### src/rtl/ilx_pkg.sv
package ilx_pkg;

  typedef enum logic [1:0] {
    ESZ_B = 2'd0,
    ESZ_H = 2'd1,
    ESZ_W = 2'd2,
    ESZ_D = 2'd3
  } esz_t;

  localparam logic [7:0] OPC_TOP = 8'b0100_0101;
  localparam logic [5:0] OPC_MID = 6'b10_0100;
  localparam int         IDX_W   = 5;

  typedef struct packed {
    logic             legal;
    esz_t             esz;
    logic [IDX_W-1:0] dst;
  } dec_t;

endpackage

### src/rtl/ilx_decode.sv
module ilx_decode
  import ilx_pkg::*;
(
  input  logic [31:0] insn,
  output dec_t        dec
);

  logic top_ok;
  logic gap_ok;
  logic mid_ok;
  logic unused_fields;

  assign top_ok = (insn[31:24] == OPC_TOP);
  assign gap_ok = (insn[21] == 1'b0);
  assign mid_ok = (insn[15:10] == OPC_MID);

  // source register fields do not steer this datapath
  assign unused_fields = ^{insn[20:16], insn[9:5]};

  always_comb begin
    dec.legal = top_ok && gap_ok && mid_ok;
    dec.esz   = esz_t'(insn[23:22]);
    dec.dst   = insn[4:0];
  end

endmodule

### src/rtl/ilx_lane_xor.sv
module ilx_lane_xor
  import ilx_pkg::*;
#(
  parameter int VL = 256
) (
  input  esz_t          esz,
  input  logic          legal,
  input  logic [VL-1:0] old_v,
  input  logic [VL-1:0] a_v,
  input  logic [VL-1:0] b_v,
  output logic [VL-1:0] res
);

  localparam int NSIZE = 4;

  logic [VL-1:0] by_size [NSIZE];

  for (genvar s = 0; s < NSIZE; s++) begin : g_size
    localparam int ES    = 8 << s;
    localparam int PAIRS = VL / (2 * ES);
    logic [VL-1:0] r;
    for (genvar e = 0; e < PAIRS; e++) begin : g_pair
      assign r[2*e*ES +: ES]     = a_v[2*e*ES +: ES] ^ b_v[(2*e+1)*ES +: ES];
      assign r[(2*e+1)*ES +: ES] = old_v[(2*e+1)*ES +: ES];
    end
    assign by_size[s] = r;
  end

  always_comb begin
    if (legal) res = by_size[esz];
    else       res = old_v;
  end

endmodule

### src/rtl/ilx_out_stage.sv
module ilx_out_stage #(
  parameter int W = 8
) (
  input  logic         clk,
  input  logic         rst_n,
  input  logic         in_valid,
  output logic         in_ready,
  input  logic [W-1:0] in_data,
  output logic         out_valid,
  input  logic         out_ready,
  output logic [W-1:0] out_data
);

  assign in_ready = !out_valid || out_ready;

  always_ff @(posedge clk or negedge rst_n) begin
    if (!rst_n) begin
      out_valid <= 1'b0;
      out_data  <= '0;
    end else if (in_ready) begin
      out_valid <= in_valid;
      if (in_valid) out_data <= in_data;
    end
  end

  AST_STALL_HOLD: assert property (@(posedge clk) disable iff (!rst_n)
    (out_valid && !out_ready) |=> (out_valid && $stable(out_data)));

  AST_DRAIN_EMPTY: assert property (@(posedge clk) disable iff (!rst_n)
    (out_valid && out_ready && !in_valid) |=> !out_valid);

endmodule

### src/rtl/ilxor_unit.sv
module ilxor_unit
  import ilx_pkg::*;
#(
  parameter int VL = 256
) (
  input  logic             clk,
  input  logic             rst_n,
  input  logic             in_valid,
  output logic             in_ready,
  input  logic [31:0]      insn,
  input  logic [VL-1:0]    old_dst,
  input  logic [VL-1:0]    src_a,
  input  logic [VL-1:0]    src_b,
  output logic             out_valid,
  input  logic             out_ready,
  output logic [VL-1:0]    out_dst,
  output logic [IDX_W-1:0] out_dst_idx,
  output logic             out_illegal
);

  localparam int PW = 1 + IDX_W + VL;

  dec_t          dec;
  logic [VL-1:0] merged;
  logic [PW-1:0] pack_in;
  logic [PW-1:0] pack_out;
  logic          accept;

  ilx_decode u_dec (
    .insn (insn),
    .dec  (dec)
  );

  ilx_lane_xor #(.VL(VL)) u_lanes (
    .esz   (dec.esz),
    .legal (dec.legal),
    .old_v (old_dst),
    .a_v   (src_a),
    .b_v   (src_b),
    .res   (merged)
  );

  assign pack_in = {!dec.legal, dec.dst, merged};

  ilx_out_stage #(.W(PW)) u_stage (
    .clk       (clk),
    .rst_n     (rst_n),
    .in_valid  (in_valid),
    .in_ready  (in_ready),
    .in_data   (pack_in),
    .out_valid (out_valid),
    .out_ready (out_ready),
    .out_data  (pack_out)
  );

  assign out_illegal = pack_out[PW-1];
  assign out_dst_idx = pack_out[VL +: IDX_W];
  assign out_dst     = pack_out[VL-1:0];

  assign accept = in_valid && in_ready;

  AST_ONE_CYCLE: assert property (@(posedge clk) disable iff (!rst_n)
    accept |=> out_valid);

  AST_ILLEGAL_KEEP: assert property (@(posedge clk) disable iff (!rst_n)
    (accept && (insn[31:24] != 8'h45)) |=> (out_illegal && out_dst == $past(old_dst)));

  AST_DST_IDX: assert property (@(posedge clk) disable iff (!rst_n)
    accept |=> (out_dst_idx == $past(insn[4:0])));

  AST_STALL_FIELDS: assert property (@(posedge clk) disable iff (!rst_n)
    (out_valid && !out_ready) |=> ($stable(out_dst_idx) && $stable(out_illegal)));

endmodule

### config.mk
export PLATFORM = sky130hd
export DESIGN_NAME = ilxor_unit
export DESIGN_NICKNAME = d
export VERILOG_FILES = /design/src/rtl/ilx_pkg.sv /design/src/rtl/ilx_decode.sv /design/src/rtl/ilx_lane_xor.sv /design/src/rtl/ilx_out_stage.sv /design/src/rtl/ilxor_unit.sv
export SDC_FILE = /design/constraint.sdc
export NUM_CORES = 1
export LEC_CHECK = 0
export BUFFER_PORTS_ARGS = -buffer_cell sky130_fd_sc_hd__buf_2
export CELL_PAD_IN_SITES_DETAIL_PLACEMENT = 1
export CELL_PAD_IN_SITES_GLOBAL_PLACEMENT = 2
export CORE_AREA = 2 2 419 421
export CTS_CLUSTER_DIAMETER = 120
export DETAILED_ROUTE_END_ITERATION = 8
export DIE_AREA = 0 0 421 423
export PLACE_DENSITY_LB_ADDON = 0.3
export SLEW_MARGIN = 20
export SYNTH_ARGS = -nofsm -noshare
export SYNTH_HDL_FRONTEND = slang
export SYNTH_SLANG_ARGS = --single-unit
### constraint.sdc
create_clock -name clk -period 2.14 [get_ports clk]
set_input_delay 0.214 -clock clk [delete_from_list [all_inputs] [get_ports clk]]
set_output_delay 0.214 -clock clk [all_outputs]
set_load 0.005 [all_outputs]
== After elaboration in Yosys (flattened, before gate mapping) ==
Index checks and enable logic that the tools add are counted.

* Order comparisons: 1
* Eq/ne operators: 2
* Muxes and demuxes: 4
* Bitwise operators: 32
* Reduce and logical (&&, ||, !) cells: 6

{| class="wikitable"
|+ Operators with widths
! kind !! count
|-
| 256-bit 2-to-1 mux || 3
|-
| 256-bit binary-select mux with 2-bit select || 1
|-
| 16-bit bitwise XOR || 8
|-
| 32-bit bitwise XOR || 4
|-
| 64-bit bitwise XOR || 2
|-
| 8-bit bitwise XOR || 16
|-
| 8-bit by 7-bit == test with 1-bit output, second input constant || 1
|-
| 6-bit == test, second input constant || 1
|-
| 3-bit greater-or-equal comparator, second input constant || 1
|-
| 2-bit NOT with 3-bit output || 1
|-
| 1-bit logical AND || 2
|-
| 1-bit zero test || 2
|-
| 2-bit AND reduction || 1
|-
| 1-bit logical OR || 1
|-
| 1-bit NOT || 1
|}

* Register bits after elaboration: 263
* Input port bits: 804
* Logic and storage cells: 47

== Longest topological paths before layout ==
Gate-level depths: netlist of run 1.

* Depth after elaboration: 5
* Mapped depth: 8
* Gate-level depth less buffers: 5

== Cells and area by module ==
A second synthesis of run 1 with hierarchy kept.

* Cell total of the unflattened synthesis: 1,786
* Area, all modules: 18,745.5 um^2

{| class="wikitable"
|+ By module, submodules not included
! module !! instances !! cells each !! area each (um^2)
|-
| ilx_out_stage || 1 || 556 || 9,828.2
|-
| ilx_lane_xor || 1 || 1,217 || 8,804.7
|-
| ilx_decode || 1 || 12 || 108.9
|-
| ilxor_unit || 1 || 1 || 3.8
|}

== Least setup slack after synthesis of run 1 ==
OpenSTA, ideal clock, no wires.

* Kind: input to register
* Start point: input insn[22]
* End point: register u_stage.out_data[65]
* Library setup time: 0.133 ns
* Arrival: 1.652 ns
* Setup slack: 0.354 ns
* Stages on the path: 8
* Path buffers: 4
* Cells stage by stage: clkbuf_1 -> buf_4 -> buf_4 -> buf_2 -> mux2i_1 -> xnor2_1 -> a221oi_1 -> o21ai_0

* Longest elaborated chain between the ends: 5

{| class="wikitable"
|+ RTL lines
! item !! line !! text
|-
| start, declared || ilxor_unit.sv:10 || <nowiki>input logic [31:0] insn,</nowiki>
|-
| 2-bit NOT with 3-bit output (not written as such) || ilx_lane_xor.sv:30 || <nowiki>if (legal) res = by_size[esz];</nowiki>
|-
| 256-bit binary-select mux with 2-bit select || ilx_lane_xor.sv:30 ||
|-
| 256-bit 2-to-1 mux (not written as such) (2 in series) || ilx_lane_xor.sv:30 ||
|-
| 256-bit 2-to-1 mux || ilx_lane_xor.sv:30 ||
|-
| end signal, assigned || ilx_out_stage.sv:22 || <nowiki>if (in_valid) out_data <= in_data;</nowiki>
|-
| end, declared || ilx_out_stage.sv:11 || <nowiki>output logic [W-1:0] out_data</nowiki>
|}

Every way passes these cells. The select of a mux whose other input is x is not followed.
A chain may end at the register's enable or synchronous reset.

== Worst setup path in the final report of run 1 ==
* Start point: input insn[28]
* End point: register u_stage.out_data[234]

* Longest elaborated chain between the ends: 4

{| class="wikitable"
|+ RTL lines
! item !! line !! text
|-
| 8-bit by 7-bit == test with 1-bit output || ilx_decode.sv:13 || <nowiki>assign top_ok = (insn[31:24] == OPC_TOP);</nowiki>
|-
| 1-bit logical AND (2 in series) || ilx_decode.sv:21 || <nowiki>dec.legal = top_ok && gap_ok && mid_ok;</nowiki>
|-
| 256-bit 2-to-1 mux || ilx_lane_xor.sv:30 ||
|}

Every way passes these cells.

==> results of run 1 <==
## stage by stage
stage,std cells,area [um2],TNS [ns],setup WS (ns)
after global routing,5753,32560,-0.02079,-0.02079
final,5763,32580,0,0.07887
after floorplan,1814,17050,0,0.3541
after CTS,5734,32450,0,0.03020
after detailed placement,5209,26550,-9.668,-0.2936
after global placement,5209,26550,-8.522,-0.2582
## flip-flops by register name, summed over array words and instances (netlist names)
signal and count:
u_stage.out_data 262, u_stage.out_valid 1
## cells in the final DEF (no fill, tap or decap), types with 16 or more instances in the layout
cell,instances
a21oi_1,77
a221oi_1,40
a22oi_1,56
a31oi_1,16
buf_12,54
buf_2,1022
buf_4,122
clkbuf_16,47
dfrtp_1,263
diode_2,23
dlygate4sd3_1,442
mux2i_1,233
mux4_2,16
nand2_1,243
nor2_1,107
nor3_1,16
o21ai_0,115
o21ai_1,92
o22ai_1,32
xnor2_1,208
xor2_1,128
## logic make-up after synthesis
| kind of cell | after synthesis | share of synthesized area, % |
|---|---|---|
| AOI/OAI and AO/OA | 433 | 14.88 |
| xor gates and xnor gates | 336 | 17.26 |
| buffers and inverters | 125 | 3.288 |
| DFF | 263 | 38.61 |
| muxes | 250 | 15.85 |
| and+or+nand+nor | 407 | 10.11 |
## power groups by stage
stage,Clock [mW],Sequential (mW),Combinational [mW]
floorplan,0,6.10,1.73
global placement,0,6.07,5.02
detailed placement,0,6.09,5.03
CTS,7.86,6.01,5.76
global route,7.99,6.10,6.11
finish,7.45,6.01,5.62
## cell type report
type | instances | share of cell area [%]
Tap cell | 2325 | 8.928
Antenna cell | 23 | 0.1766
Clock buffer | 65 | 4.124
Timing Repair Buffer | 1648 | 35.71
Multi-Input combinational cell | 1426 | 30.61
Sequential cell | 263 | 20.20
Clock inverter | 13 | 0.2534
## Yosys cell counts (3+ instances only)
master / instances / area share (%)
a31oi_1: 16 / 0.59
o21ai_0: 115 / 3.4
nor2b_1: 13 / 0.48
nor3_1: 17 / 0.50
mux2i_1: 234 / 14
a221oi_1: 40 / 2.1
clkbuf_1: 73 / 1.6
mux4_2: 16 / 2.1
xnor2_1: 208 / 11
xor2_1: 128 / 6.6
buf_1: 6 / 0.13
o21ai_1: 92 / 2.7
nand2b_1: 5 / 0.18
dfrtp_1: 263 / 39
nor2_1: 107 / 2.4
nand2_1: 244 / 5.4
a22oi_1: 56 / 2.5
buf_2: 34 / 1.0
buf_4: 11 / 0.48
o22ai_1: 32 / 1.2
a22o_1: 5 / 0.26
a21oi_1: 77 / 2.3
nor2_2: 3 / 0.11
## how the worst max path moves through the flow
stage | start | endpoint | slack, ns | cells after the start
global placement | insn[21] | u_stage.out_data[77]$_DFFE_PN0P_ | -0.26 | 7
global route | insn[28] | u_stage.out_data[60]$_DFFE_PN0P_ | -0.02 | 11
finish | insn[28] | u_stage.out_data[234]$_DFFE_PN0P_ | 0.08 | 10
floorplan | insn[22] | u_stage.out_data[65]$_DFFE_PN0P_ | 0.35 | 8
CTS | insn[21] | u_stage.out_data[139]$_DFFE_PN0P_ | 0.03 | 9
detailed placement | insn[21] | u_stage.out_data[68]$_DFFE_PN0P_ | -0.29 | 7
## routing by layer
metal / global-route usage, % / wire length, um / up-vias
met5: 0 / 79 / -
met2: 29.60 / 77390 / 640
met1: 18.35 / 58310 / 10380
li1: - / - / 9523
met3: 2.428 / 5828 / 160
met4: 3.567 / 3257 / 12
## worst max-delay path, cell delays in order
cell and delay, ns:
buf_2 0.12, nor4_4 0.38, buf_4 0.22, nand3_4 0.15, nor3_4 0.29, buf_12 0.23, buf_4 0.14, mux2i_1 0.17
dlygate4sd3_1 0.57, o21ai_1 0.06
## what timing repair did
action                                  4_1_cts  5_1_grt
hold buffers                                447        0
endpoints found under the setup margin        0       27
buffers inserted                              0        8
gates resized for setup                       0        8
endpoints found under the hold margin       402        0
==> metrics.md, run 1 <==
| Metric | Value |
|---|---|
| Outcome | `finished, final reports clean` |
| R2R Path Start | `u_stage.out_valid$_DFFE_PN0N_` |
| Hold WS | `0.01258 ns` |
| Largest net degree at the start of global routing | `57` |
| Synth Register Bits | `263` |
| Vias in the first global route | `22440` |
| Reg power frac | `31.5%` |
| Primary FF master, synth | `dfrtp_1` |
| GR Overflow Total | `0` |
| Post-synth EDFFs | `0` |
| Slew margin rel. | `46.64%` |
| RePlAce Congestion | `0.9174` |
| Comb pwr share | `29.4%` |
| Core Util, Final | `18.81%` |
| Fin Clk Skew | `0.02434 ns` |
| P_int | `12.65 mW` |
| Worst slew pin tran | `0.8003 ns` |
| Async S/R FF share, synth | `100.0%` |
| Crit Path Class | `in2reg` |
| Worst setup SP type | `input port` |
| Area grow syn2layout | `91.15%` |
| Boundary Pins | `1068` |
| Fmax | `485.2 MHz` |
| Avg Inst Size Synth | `9.397 um2` |
| Min cycle time layout | `2.061 ns` |
| Num CTS Buffers | `45` |
| FF-to-FF End | `u_stage.out_data[134]$_DFFE_PN0P_` |
| DP Wirelength | `119700 um` |
| Slew Limit Fails | `0` |
| DR pass1 iterations | `5` |
| CORE AREA | `173200 um2` |
| Fill cell count | `20540` |
| Post-route DRC violation count | `0` |
| Die ar. | `178100 um2` |
| Initial antenna violation count | `52` |
| Worst-path clk slew | `0.06 ns` |
| Crit end category | `register` |
| Clock share of power | `39.0%` |
| Footprint of the multi-input gates | `9973 um2` |
| Cells after Synth | `1814` |
| Worst Hold Class | `in2reg` |
| CTS Buffer Depth | `3` |
| Routed WL per cell | `25.14 um` |
| Die height | `423 um` |
| FF-to-FF setup slack | `0.15 ns` |
| Cell Area, Synth | `17050 um2` |
| CTS tree | `built` |
| Switching Share | `33.68%` |
| Lkg Pwr | `14.40 nW` |
| Gr usage total | `15.68%` |
| Max-cap violations | `0` |
| Tot Pwr | `19.07 mW` |
| H-tree levels | `2` |
| First-pass GRT wire length | `193200 um` |
| Die Span X | `421 um` |
| Final Hold Viols | `0` |
| Vias/cell | `3.594` |
| Initial DRC count | `929` |
| RSZ-0062 raised after global routing | `yes` |
| Pwr dens | `585.3 nW/um2` |
| Hold Path End | `u_stage.out_data[103]$_DFFE_PN0P_` |
| Initial Util | `9.839%` |
| Nets | `4188` |
| Hold path depth | `4` |
| Hold path start | `src_a[103]` |
| Synth Net Count | `2618` |
| Netlist cell types | `38` |
| Endpoints failing setup | `0` |
| Final wirelength | `144900 um` |
| Clock sinks | `263` |
| Final period util | `96.31%` |
| Data arrival, critical path | `2.54 ns` |
| Net Sw Power | `6.423 mW` |
| Seq/Total Area, Yosys | `38.61%` |
| Vias | `20710` |
| Register area | `6581 um2` |
| Row cnt | `153` |
| VDD IR max | `0.4559 mV` |
| Fraction of final layout cells with drive strength greater than 1 | `38.33%` |
| Cells on worst reg2reg path | `6` |
| Clock Latency Late Sink | `0.62 ns` |
| CTS Root Cell | `clkbuf_16` |
| CP required | `2.62 ns` |
| Maximum fanout along the worst path | `15` |
| Antenna Nets Post-Route | `0` |
| Number of buffers added on ports | `1025` |
| Synth warnings | `0` |
Power figures use the tool's default switching activity.
==> run 2: changes to the inputs <==
--- a/config.mk
+++ b/config.mk
@@ -12,6 +12,7 @@
 export CTS_CLUSTER_DIAMETER = 120
 export DETAILED_ROUTE_END_ITERATION = 8
 export DIE_AREA = 0 0 421 423
+export MAX_ROUTING_LAYER = met4
 export PLACE_DENSITY_LB_ADDON = 0.3
 export SLEW_MARGIN = 20
 export SYNTH_ARGS = -nofsm -noshare
==> run 2 against run 1 <==
Against the previous run: sequential share of layout area about the same; non-clock buffer count increased by 4; cell area about the same; via count decreased by 1.4%; routed wire length decreased by 1.3%; worst setup slack improved by 0.013 ns; die area unchanged; critical path type unchanged; critical endpoint is now u_stage.out_data[216]$_DFFE_PN0P_; largest cell class unchanged.
==> metrics.md, run 2 (synthesis gave the netlist of run 1 again) <==
| Metric | Value |
|---|---|
| CTS Root Cell | `clkbuf_16` |
| Met1 Resource Use GR | `17.55%` |
| P_int | `12.78 mW` |
| Worst slew pin tran | `0.7599 ns` |
| Routed WL per cell | `24.73 um` |
| Number of buffers added on ports | `1025` |
| Num CTS Buffers | `45` |
| Crit. Startpoint | `insn[13]` |
| Post-route DRC violation count | `0` |
| Final period util | `95.73%` |
| Pwr dens | `583.9 nW/um2` |
| Placement Setup Slack | `-0.4598 ns` |
| Hold WS | `0.005224 ns` |
| Antenna Nets Post-Route | `0` |
| Initial DRC count | `764` |
| PnR worst setup slack | `0.09142 ns` |
| Fill cell count | `20590` |
| Initial Util | `9.839%` |
| FF-to-FF setup slack | `0.23 ns` |
| Crit Path Class | `in2reg` |
| H-tree levels | `2` |
| CORE AREA | `173200 um2` |
| Outcome | `finished, final reports clean` |
| Grt met2 use | `28.75%` |
| Biggest regs | `u_stage.out_data (262), u_stage.out_valid (1)` |
| CTS tree | `built` |
| Most frequent cells in the layout | `buf_2 (1022), dlygate4sd3_1 (420), dfrtp_1 (263), nand2_1 (243), mux2i_1 (234)` |
| Setup TNS | `0 ns` |
| RePlAce Congestion | `0.9024` |
| Slew Limit Fails | `0` |
| Area grow syn2layout | `91.24%` |
| DR pass1 iterations | `5` |
| Non-Filler Instances | `5784` |
| Vias/cell | `3.530` |
| Vias | `20420` |
| DP Wirelength | `118500 um` |
| Commonest non-fill, non-tap cell in the layout | `buf_2` |
| Die ar. | `178100 um2` |
| Nets | `4192` |
| Fmax | `488.1 MHz` |
| Die height | `423 um` |
| First-pass GRT wire length | `190900 um` |
| Clock sinks | `263` |
| Max-cap violations | `0` |
| Endpoints failing setup | `0` |
| CP required | `2.61 ns` |
| Placed cells | `5223` |
| RSZ-0062 raised after global routing | `yes` |
| CTS Buffer Depth | `3` |
| GR Overflow Total | `0` |
| Switching Share | `32.87%` |
| Fraction of final layout cells with drive strength greater than 1 | `38.92%` |
| Register area | `6581 um2` |
| Min cycle time layout | `2.049 ns` |
| Fin Clk Skew | `0.01882 ns` |
| Clock Latency Late Sink | `0.61 ns` |
| Final wirelength | `143000 um` |
| Data arrival, critical path | `2.52 ns` |
| Worst Hold Class | `in2reg` |
| Die Span X | `421 um` |
| Max reg flops | `262` |
| Tot Pwr | `19.03 mW` |
| Lkg Pwr | `14.41 nW` |
| Vias in the first global route | `22470` |
| R2R Path Start | `u_stage.out_valid$_DFFE_PN0N_` |
| Maximum fanout along the worst path | `16` |
| VDD IR max | `0.5248 mV` |
| Initial antenna violation count | `60` |
| Crit end category | `register` |
| Hold path start | `src_a[169]` |
| Final Hold Viols | `0` |
| Net Sw Power | `6.256 mW` |
| Row cnt | `153` |
| GRT busiest layer | `met2` |
| Gr usage total | `15.98%` |
| Most flops, register | `u_stage.out_data` |
| Comb pwr share | `29.1%` |
| Met3 usage in global routing | `3.211%` |
| Clock share of power | `39.4%` |
| Slew margin rel. | `49.34%` |
| Boundary Pins | `1068` |
| Footprint of the multi-input gates | `9972 um2` |
| Worst-path clk slew | `0.05 ns` |
| Worst setup SP type | `input port` |
| Reg power frac | `31.5%` |
| Largest net degree at the start of global routing | `101` |
==> run 2: cell count changes in the layout (fill, tap and decap cells not counted), sizes merged <==
cell	change
bufinv	+4
clkinv	-5
buf	+28
dlygate4sd3	-22
dlymetal6s4s	-3
diode	+19
==> run 2: worst paths after layout <==
path                                                      to  cells past startpoint
max                        u_stage.out_data[216]$_DFFE_PN0P_                     10
min                        u_stage.out_data[169]$_DFFE_PN0P_                      4
max reg2reg                  u_stage.out_data[6]$_DFFE_PN0P_                      6
min reg2reg                u_stage.out_data[255]$_DFFE_PN0P_                      2
max in group asynchronous  u_stage.out_data[149]$_DFFE_PN0P_                      4
min in group asynchronous  u_stage.out_data[100]$_DFFE_PN0P_                      2
==> run 2: layout make-up <==
| cell class | instances | share of cell area, % |
|---|---|---|
| antenna | 42 | 0.3224 |
| clock buffer | 64 | 3.827 |
| clock inverter | 12 | 0.5450 |
| multi-input combinational | 1426 | 30.59 |
| sequential | 263 | 20.19 |
| tap | 2325 | 8.924 |
| timing repair buffer | 1652 | 35.60 |
==> run 2: critical path, cell delays in order <==
cell	delay, ns
buf_2	0.13
nor4b_4	0.41
buf_4	0.22
nand4_1	0.19
nor2_2	0.19
buf_12	0.22
buf_4	0.14
mux2i_1	0.16
dlygate4sd3_1	0.56
o21ai_1	0.06
==> run 2: power groups by stage <==
stage	clock [mW]	combinational (mW)	sequential [mW]
2_1_floorplan	0	1.73	6.10
5_1_grt	8.04	6.06	6.08
3_5_place_dp	0	5.01	6.08
4_1_cts	7.92	5.72	6.00
6_report	7.50	5.54	5.99
3_3_place_gp	0	5.00	6.05
==> run 2: timing repair <==
item	CTS	global route
hold endpoints to repair	391	0
setup buffers	0	22
endpoints found under the setup margin	0	45
resized for setup	0	16
hold buffers	428	0
==> run 2: per-stage QoR <==
stage | util, % | area, um2
2_1_floorplan | - | 17050
3_3_place_gp | 15.36 | 26610
3_5_place_dp | 15.36 | 26610
4_1_cts | 18.65 | 32320
5_1_grt | 18.81 | 32590
6_report | 18.82 | 32600
==> run 2: per-layer routing <==
layer | wire, um | up-vias
li1 | - | 9553
met5 | 0 | -
met4 | 4302 | 0
met2 | 75840 | 599
met3 | 6522 | 177
met1 | 56360 | 10090
